===== src/rtl/segframe_pkg.sv =====
package segframe_pkg;

  // Width of the phase index carried in the strobe bundle.
  localparam int PHASE_W = 4;

  typedef enum logic [2:0] {
    ST_IDLE,
    ST_SPACE,
    ST_MARK,
    ST_WGAP,
    ST_LOAD,
    ST_PGAP,
    ST_FGAP
  } ser_state_e;

  typedef struct packed {
    logic               capture;  // grab image, build phase 0 record
    logic               loadRow;  // build record for phase
    logic               shift;    // advance to next bit
    logic [PHASE_W-1:0] phase;
  } dp_strobe_t;

  function automatic int maxOf(input int a, input int b);
    return (a > b) ? a : b;
  endfunction

endpackage


===== src/rtl/segframe_shifter.sv =====
module segframe_shifter
  import segframe_pkg::*;
#(
  parameter int ROW_BITS  = 17,
  parameter int PHASES    = 4,
  parameter int WORD_BITS = 8,
  parameter int WORDS     = 11,
  parameter int SEL_PAD   = 3
) (
  input  logic                       clk,
  input  logic                       rstN,
  input  logic [ROW_BITS*PHASES-1:0] segImage,
  input  dp_strobe_t                 strobes,
  output logic                       dataBit
);

  localparam int FRAME_BITS = WORD_BITS * WORDS;
  localparam int IMG_BITS   = ROW_BITS * PHASES;
  localparam int SEL_TOP    = WORD_BITS - 1 - SEL_PAD;

  logic [IMG_BITS-1:0]   imageReg;
  logic [FRAME_BITS-1:0] shiftReg;

  // Record: row bits first (MSB first), zero padding, then select word.
  function automatic logic [FRAME_BITS-1:0] buildRecord(
    input logic [IMG_BITS-1:0] img,
    input logic [PHASE_W-1:0]  phase
  );
    logic [FRAME_BITS-1:0] rec;
    logic [ROW_BITS-1:0]   row;
    rec = '0;
    row = '0;
    for (int r = 0; r < PHASES; r++) begin
      if (PHASE_W'(r) == phase) row = img[r*ROW_BITS +: ROW_BITS];
    end
    rec[FRAME_BITS-1 -: ROW_BITS] = row;
    for (int k = 0; k < PHASES; k++) begin
      rec[SEL_TOP-k] = (PHASE_W'(k) == phase);
    end
    return rec;
  endfunction

  always_ff @(posedge clk or negedge rstN) begin
    if (!rstN) begin
      imageReg <= '0;
      shiftReg <= '0;
    end else if (strobes.capture) begin
      imageReg <= segImage;
      shiftReg <= buildRecord(segImage, '0);
    end else if (strobes.loadRow) begin
      shiftReg <= buildRecord(imageReg, strobes.phase);
    end else if (strobes.shift) begin
      shiftReg <= {shiftReg[FRAME_BITS-2:0], 1'b0};
    end
  end

  assign dataBit = shiftReg[FRAME_BITS-1];

  // every new record carries a single select bit in its last word.
  assert_select_onehot_R3: assert property (@(posedge clk) disable iff (!rstN)
    (strobes.capture || strobes.loadRow) |=>
      ($countones(shiftReg[WORD_BITS-1:0]) == 1));

endmodule


===== src/rtl/segframe_sequencer.sv =====
module segframe_sequencer
  import segframe_pkg::*;
#(
  parameter int WORD_BITS  = 8,
  parameter int WORDS      = 11,
  parameter int PHASES     = 4,
  parameter int CLK_LOW    = 195,
  parameter int CLK_HIGH   = 65,
  parameter int BYTE_GAP   = 335,
  parameter int LOAD_WIDTH = 465,
  parameter int PHASE_GAP  = 800,
  parameter int FRAME_GAP  = 1570000
) (
  input  logic       clk,
  input  logic       rstN,
  input  logic       start,
  output dp_strobe_t strobes,
  output logic       serClk,
  output logic       serLoad,
  output logic       dataEn,
  output logic       busy
);

  localparam int LONGEST = maxOf(maxOf(maxOf(CLK_LOW, CLK_HIGH), maxOf(BYTE_GAP, LOAD_WIDTH)),
                                 maxOf(PHASE_GAP, FRAME_GAP));
  localparam int TW  = $clog2(LONGEST + 1);
  localparam int BCW = $clog2(WORD_BITS);
  localparam int WCW = $clog2(WORDS);

  ser_state_e         state, nState;
  logic [TW-1:0]      timer, nTimer;
  logic [BCW-1:0]     bitCnt, nBit;
  logic [WCW-1:0]     wordCnt, nWord;
  logic [PHASE_W-1:0] phaseCnt, nPhase;

  always_ff @(posedge clk or negedge rstN) begin
    if (!rstN) begin
      state    <= ST_IDLE;
      timer    <= '0;
      bitCnt   <= '0;
      wordCnt  <= '0;
      phaseCnt <= '0;
    end else begin
      state    <= nState;
      timer    <= nTimer;
      bitCnt   <= nBit;
      wordCnt  <= nWord;
      phaseCnt <= nPhase;
    end
  end

  always_comb begin
    nState  = state;
    nTimer  = (timer != '0) ? timer - TW'(1) : timer;
    nBit    = bitCnt;
    nWord   = wordCnt;
    nPhase  = phaseCnt;
    strobes = '0;
    strobes.phase = phaseCnt;
    unique case (state)
      ST_IDLE: begin
        if (start) begin
          strobes.capture = 1'b1;
          nState = ST_SPACE;
          nTimer = TW'(CLK_LOW - 1);
          nBit   = '0;
          nWord  = '0;
          nPhase = '0;
        end
      end
      ST_SPACE: begin
        if (timer == '0) begin
          nState = ST_MARK;
          nTimer = TW'(CLK_HIGH - 1);
        end
      end
      ST_MARK: begin
        if (timer == '0) begin
          strobes.shift = 1'b1;
          if (bitCnt == BCW'(WORD_BITS - 1)) begin
            nBit = '0;
            if (wordCnt == WCW'(WORDS - 1)) begin
              nWord  = '0;
              nState = ST_LOAD;
              nTimer = TW'(LOAD_WIDTH - 1);
            end else begin
              nWord  = wordCnt + WCW'(1);
              nState = ST_WGAP;
              nTimer = TW'(BYTE_GAP - 1);
            end
          end else begin
            nBit   = bitCnt + BCW'(1);
            nState = ST_SPACE;
            nTimer = TW'(CLK_LOW - 1);
          end
        end
      end
      ST_WGAP: begin
        if (timer == '0) begin
          nState = ST_SPACE;
          nTimer = TW'(CLK_LOW - 1);
        end
      end
      ST_LOAD: begin
        if (timer == '0) begin
          if (phaseCnt == PHASE_W'(PHASES - 1)) begin
            nPhase = '0;
            nState = ST_FGAP;
            nTimer = TW'(FRAME_GAP - 1);
          end else begin
            nPhase = phaseCnt + PHASE_W'(1);
            nState = ST_PGAP;
            nTimer = TW'(PHASE_GAP - 1);
          end
        end
      end
      ST_PGAP: begin
        if (timer == '0) begin
          strobes.loadRow = 1'b1;
          nState = ST_SPACE;
          nTimer = TW'(CLK_LOW - 1);
        end
      end
      ST_FGAP: begin
        if (timer == '0) nState = ST_IDLE;
      end
      default: nState = ST_IDLE;
    endcase
  end

  assign serClk  = (state == ST_MARK);
  assign serLoad = (state == ST_LOAD);
  assign dataEn  = (state == ST_SPACE) || (state == ST_MARK);
  assign busy    = (state != ST_IDLE) && (state != ST_FGAP);

  // position counters never leave their record geometry.
  assert_counters_bounded_R1: assert property (@(posedge clk) disable iff (!rstN)
    (int'(bitCnt) < WORD_BITS) && (int'(wordCnt) < WORDS) && (int'(phaseCnt) < PHASES));

endmodule


===== src/rtl/segframe_tx.sv =====
module segframe_tx
  import segframe_pkg::*;
#(
  parameter int ROW_BITS   = 17,
  parameter int PHASES     = 4,
  parameter int WORD_BITS  = 8,
  parameter int WORDS      = 11,
  parameter int SEL_PAD    = 3,
  parameter int CLK_LOW    = 195,
  parameter int CLK_HIGH   = 65,
  parameter int BYTE_GAP   = 335,
  parameter int LOAD_WIDTH = 465,
  parameter int PHASE_GAP  = 800,
  parameter int FRAME_GAP  = 1570000
) (
  input  logic                       clk,
  input  logic                       rstN,
  input  logic                       start,
  input  logic [ROW_BITS*PHASES-1:0] segImage,
  output logic                       serData,
  output logic                       serClk,
  output logic                       serLoad,
  output logic                       busy
);

  dp_strobe_t strobes;
  logic       dataBit;
  logic       dataEn;

  segframe_sequencer #(
    .WORD_BITS(WORD_BITS), .WORDS(WORDS), .PHASES(PHASES),
    .CLK_LOW(CLK_LOW), .CLK_HIGH(CLK_HIGH), .BYTE_GAP(BYTE_GAP),
    .LOAD_WIDTH(LOAD_WIDTH), .PHASE_GAP(PHASE_GAP), .FRAME_GAP(FRAME_GAP)
  ) i_sequencer (
    .clk(clk), .rstN(rstN), .start(start), .strobes(strobes),
    .serClk(serClk), .serLoad(serLoad), .dataEn(dataEn), .busy(busy)
  );

  segframe_shifter #(
    .ROW_BITS(ROW_BITS), .PHASES(PHASES), .WORD_BITS(WORD_BITS),
    .WORDS(WORDS), .SEL_PAD(SEL_PAD)
  ) i_shifter (
    .clk(clk), .rstN(rstN), .segImage(segImage), .strobes(strobes), .dataBit(dataBit)
  );

  assign serData = dataBit & dataEn;

  // data is frozen across a clock mark.
  assert_data_stable_mark_R7: assert property (@(posedge clk) disable iff (!rstN)
    (serClk && $past(serClk)) |-> $stable(serData));

  // busy drops only as the last load pulse ends.
  assert_busy_ends_with_load_R8: assert property (@(posedge clk) disable iff (!rstN)
    $fell(busy) |-> $fell(serLoad));

endmodule


===== config.mk =====
export PLATFORM = sky130hd
export DESIGN_NAME = segframe_tx
export DESIGN_NICKNAME = d
export VERILOG_FILES = /design/src/rtl/segframe_pkg.sv /design/src/rtl/segframe_shifter.sv /design/src/rtl/segframe_sequencer.sv /design/src/rtl/segframe_tx.sv
export SDC_FILE = /design/constraint.sdc
export NUM_CORES = 1
export LEC_CHECK = 0
export ABC_CLOCK_PERIOD_IN_PS = 8600
export CAP_MARGIN = 20
export CELL_PAD_IN_SITES_DETAIL_PLACEMENT = 1
export CELL_PAD_IN_SITES_GLOBAL_PLACEMENT = 2
export CORE_ASPECT_RATIO = 0.8
export CORE_MARGIN = 5
export CORE_UTILIZATION = 42
export DETAILED_ROUTE_END_ITERATION = 6
export DONT_BUFFER_PORTS = 1
export PLACE_DENSITY = 0.81
export SYNTH_ARGS = -nofsm -noshare
export SYNTH_HDL_FRONTEND = slang
export SYNTH_SLANG_ARGS = --single-unit
export TNS_END_PERCENT = 1

===== constraint.sdc =====
create_clock -name clk -period 8.6 [get_ports clk]
set_clock_uncertainty 0.1 [all_clocks]
set_input_delay 0 -clock clk [delete_from_list [all_inputs] [get_ports clk]]
set_output_delay 0 -clock clk [all_outputs]
set_load 0.1 [all_outputs]

# Yosys cells after proc, flatten, opt, wreduce, memory -nomap -nowiden
# Cells that the tools add are included.
# W data, S select, Z words.
# totals
register_bits,191
input_bits,71
output_inout_bits,4
wordCells,91
# classes
addsub,4
eq_ne,20
muxes,44
bitwise_logic,1
n_reduce_logical,15
# op_table
cell,count
$mux W88,3
$mux W21,7
$pmux W21 S5,1
$mux W17,4
$mux W3,11
$mux W4,6
$logic_not A21 Y1,1
$reduce_bool A21 Y1,1
$sub A21 B1 Y21 const B,1
$pmux W3 S6,1
$pmux W4 S2,2
$eq A3 B3 Y1 const B,4
$ne A2 B1 Y1 const B,6
$mux W9,1
$add A4 B1 Y4 const B,2
$eq A2 B4 Y1 const A,2
$mux W8,1
$eq A3 B2 Y1 const B,2
$pmux W3 S2,1
$reduce_and A3 Y1,2
$reduce_and A6 Y1,1
$reduce_bool A3 Y1,2
$mux W1,5
$eq A1 B4 Y1 const A,1
15 further kinds,16

# Depth between registers and ports, before layout
# depth
word_depth,7
ltp_mapped,12
depth_no_buf,10

# Modules after synthesis
# Synthesis repeated with hierarchy kept, for this count alone.
# unflattened
hier_cells,791
hier_area_um2,9141.3
# by_module_without_submodules
module,instances,cells_per_inst,area_each_um2,seq_area_each_um2
segframe_shifter,1,531,6850.3,3878.7
segframe_sequencer,1,259,2284.7,875.8
segframe_tx,1,1,6.3,0.0

# Worst setup path before layout
# No wires, ideal clock.
# synth_path
path_kind,flip-flop to flip-flop
start,reg i_sequencer.state[2]
end,reg i_sequencer.phaseCnt[3]
setup_time_ns,0.124
t_arrival_ns,4.156
required_ns,8.376
path_slack_ns,4.220
path_stages_with_launch,6
path_buffers,1
period_less_slack_ns,4.380
cell_sequence,dfrtp_1 > clkbuf_1 > nor3b_1 > a31oi_1 > a22oi_1 > nand2_1
# synth_via
elab_chain_len,3
word_cells_on_any_way,7
classes_between,3 x eq/ne; 1 x mux; 3 x reduce/logical
# synth_rtl
element,line_no,text
from (decl),segframe_sequencer.sv:30,"ser_state_e state, nState;"
from (signal assigned),segframe_sequencer.sv:44,state <= nState;
$eq A3 B3 Y1 (*),--,
net serLoad,segframe_tx.sv:22,"output logic serLoad,"
$ne A2 B1 Y1 (no source line) or $reduce_bool A2 Y1 (tied branches),--,
$reduce_and A3 Y1 (no source line),--,
to (signal assigned),segframe_sequencer.sv:48,phaseCnt <= nPhase;
to (decl),segframe_sequencer.sv:34,"logic [PHASE_W-1:0] phaseCnt, nPhase;"
# Mark *: on every way through the listed nets, which the timed path passes. The rest lies on a longest branch.
# A chain may end at the register's enable or synchronous reset.

# Worst setup path in the final report
# layout_path
start,reg i_sequencer.timer[7]
end,reg i_sequencer.timer[18]
# layout_via
elab_chain_len,4
word_cells_on_any_way,10
classes_between,1 x add/sub; 7 x mux; 2 x reduce/logical
# layout_rtl
element,line_no,text
from (decl),segframe_sequencer.sv:31,"logic [TW-1:0] timer, nTimer;"
from (signal assigned),segframe_sequencer.sv:45,timer <= nTimer;
$sub A21 B1 Y21 or $reduce_bool A21 Y1 (tied branches),segframe_sequencer.sv:54,nTimer = (timer != '0) ? timer - TW'(1) : timer;
$mux W21,segframe_sequencer.sv:54,
"$mux W21, on equally long branches",--,
$pmux W21 S5 (*),segframe_sequencer.sv:60,unique case (state)
net i_sequencer.nTimer[18],segframe_sequencer.sv:31,
# Marks and branches as above.

==> results.txt <==
Vias - 7372
H-tree depth - 4
final setup slack of the worst path - 4.74 ns
critical path launch point type - flop
core box area - 21400 um^2
Num CTS Buffers - 17
vias in the first global route - 7792
Post-synth top cells - nand2_1, dfrtp_1, a21oi_1
fill cell count - 2422
f_max - 259 MHz
CTS Root Cell - clkbuf_16
pre-CTS WS - 4.84 ns
Storage cell area - 4750 um^2
setup TNS - 0 ns
Setup crit end kind - flop
CTS tree - yes
initial core utilization - 42.5%
min Tclk post-route - 3.86 ns
WP data required - 8.76 ns
pwr dens - 169 nW/um^2
Yosys cell types - 63
Synthesized Nets - 1117
# port buffers - 0
Slew @ Worst Pin - 1.12 ns
Post-CTS Setup Bufs - 0
final hold vios - 0
Die Area - 24800 um^2
first-pass GRT wire length - 41100 um
share of cells above drive strength 1 - 6.78%
Max Slew Vio Count - 0
P&R area growth vs syn - 16.5%
DRT Pass-1 Iters - 5
Pleak - 4.62 nW
r2r worst-path depth - 6
Seq/Total Area, Yosys - 52.2%
Global Route Usage Sum - 20.3%
r2r startpoint - i_sequencer.timer[7]$_DFF_PN0_
Cell Area, Synth - 9110 um^2
multi-input logic area - 3910 um^2
Synth Warn # - 0
maximum VDD drop - 0.122 mV
total power draw - 1.80 mW
DRC violations left - 0
GRT overflow - 0
Final setup viols - 0
Worst R2R Setup Slack - 4.74 ns
gpl congestion - 0.815
largest cells by area after synthesis - dfrtp_1, nand2_1, a21oi_1
r2r endpoint - i_sequencer.timer[18]$_DFF_PN0_
CTS max path bufs - 2
crit path max fanout - 15
largest net degree at the start of global routing - 191
max-cap viol count - 0
Die W - 175 um
final worst-path cycle share - 44.9%
Post-CTS Resized - 0
area leader, netlist - dfrtp_1
Vias/cell - 5.45
crit path kind - flop to flop
num rows - 48
Hold EP - i_sequencer.bitCnt[2]$_DFFE_PN0P_
initial antenna violation count - 1
Detail Route Antenna Nets - 0
main flop type after synthesis - dfrtp_1
post-synthesis cell count - 1034
clock sinks - 190
Yosys top cell area share - 52.2%
status - finished, final reports clean
Clock Latency Late Sink - 0.43 ns
CP arrival - 4.02 ns
nets - 1148
EDFF count, synth - 0
clock-pin slew on the worst setup and hold paths - 0.07 ns
final WL - 24700 um
HP Start - start
flops & latches, synth - 190
count leader, synth - nand2_1
unrepaired setup endpoints after global routing - false
WL per Instance - 18.2 um
Mean Syn Cell Area - 8.81 um^2
hold depth - 4
Die Y - 142 um
worst rel slew slack - 25.1%
HP Class - primary input to flop
Async SR Flop Fraction - 100%
Initial DRC Count - 525
# IOs - 75
hpwl dp - 14500 um
## power by group
part / switching, mW / internal (mW)
Combinational: 0.0388 / 0.0335
Clock: 0.360 / 0.446
Sequential: 0.00867 / 0.911
Total: 0.407 / 1.39
## layer usage
metal / share of wire (%) / GRT usage [%] / vias up / routed length [um]
met2: 47 / 33.1 / 110 / 11700
met1: 48 / 28.2 / 3690 / 11800
met4: 1.1 / 5.58 / 0 / 271
met3: 3.6 / 3.60 / 17 / 897
li1: - / - / 3555 / -
met5: 0 / 0 / - / 0
## metrics by stage
step | cells | hold slack (ns) | area (um^2) | util [%]
after detailed placement | 1250 | -0.388 | 9300 | 43.4
after floorplan | 1034 | -0.396 | 9110 | -
after global routing | 1353 | 0.0431 | 10600 | 49.5
after CTS | 1352 | 0.0299 | 10600 | 49.5
after global placement | 1250 | -0.387 | 9300 | 43.4
final | 1353 | 0.0444 | 10600 | 49.5
## worst max-delay path by stage
| stage | startpoint | end | depth (start not counted) |
|---|---|---|---|
| finish | i_sequencer.timer[7]$_DFF_PN0_ | i_sequencer.timer[18]$_DFF_PN0_ | 6 |
| CTS | i_sequencer.timer[0]$_DFF_PN0_ | i_sequencer.timer[18]$_DFF_PN0_ | 8 |
| detailed placement | i_sequencer.timer[0]$_DFF_PN0_ | i_sequencer.timer[18]$_DFF_PN0_ | 8 |
| global route | i_sequencer.timer[7]$_DFF_PN0_ | i_sequencer.timer[10]$_DFF_PN0_ | 6 |
| global placement | i_sequencer.timer[0]$_DFF_PN0_ | i_sequencer.timer[14]$_DFF_PN0_ | 8 |
| floorplan | i_sequencer.state[2]$_DFFE_PN0P_ | i_sequencer.phaseCnt[3]$_DFFE_PN0P_ | 5 |
## layout make-up
class | count | share of cell area [%]
Tap cell | 275 | 3.24
Clock inverter | 11 | 1.21
Timing Repair Buffer | 82 | 8.02
Antenna cell | 1 | 0.0236
Clock buffer | 20 | 4.30
Multi-Input combinational cell | 730 | 36.9
Inverter | 44 | 1.56
Sequential cell | 190 | 44.8
## cells in the final DEF (no fill, tap or decap), types with 3 or more instances in the layout
cell type / instances
buf_16: 3
nor2b_1: 6
o31ai_1: 5
a211oi_1: 8
inv_1: 43
clkbuf_16: 17
o21a_1: 3
buf_4: 9
xnor2_1: 14
nand3_1: 10
nor3_2: 3
or3_1: 7
inv_6: 4
nor4_1: 8
a22o_1: 3
o22ai_1: 4
nand2_1: 343
dfrtp_1: 190
mux2i_1: 3
or2_2: 3
nor2_1: 16
o221ai_1: 9
o221ai_2: 10
a21boi_0: 13
o21ai_0: 48
a22oi_1: 24
ha_1: 12
nor3b_1: 3
a21oi_1: 113
nor3_1: 11
a32oi_1: 3
a31oi_1: 3
or4_1: 8
dlygate4sd3_1: 70
## flip-flops by register name, indices dropped and copies added (netlist names)
name                  count
i_sequencer.wordCnt       4
i_sequencer.phaseCnt      4
i_sequencer.state         3
i_sequencer.bitCnt        3
i_sequencer.timer        21
i_shifter.imageReg       68
i_shifter.shiftReg       87
## kinds of logic (layout without fill, tap and decap cells)
family | after synthesis | in the layout | synth area share [%]
flip-flops | 190 | 190 | 52.2
other | 0 | 1 | 0
AO/OA/AOI/OAI | 263 | 263 | 18.6
AND/OR/NAND/NOR | 435 | 435 | 20.4
XOR/XNOR | 15 | 15 | 1.44
buffers and inverters | 114 | 157 | 5.15
multiplexers | 4 | 4 | 0.453
adder cells (fa/ha/maj) | 13 | 13 | 1.76
## repair_timing
| action | in CTS | in global routing |
|---|---|---|
| endpoints found under the hold margin | 280 | 0 |
| setup endpoints to repair | 0 | 0 |
| hold buffers | 71 | 0 |
## worst max-delay path: stages (launching register included)
cell	delay (ns)
dfrtp_1	0.42
nor4_1	0.60
nand3_1	0.48
nor2_2	0.57
inv_1	0.42
o21ai_1	0.86
o21ai_0	0.24
Note: power is estimated with default switching activity, not from simulation.
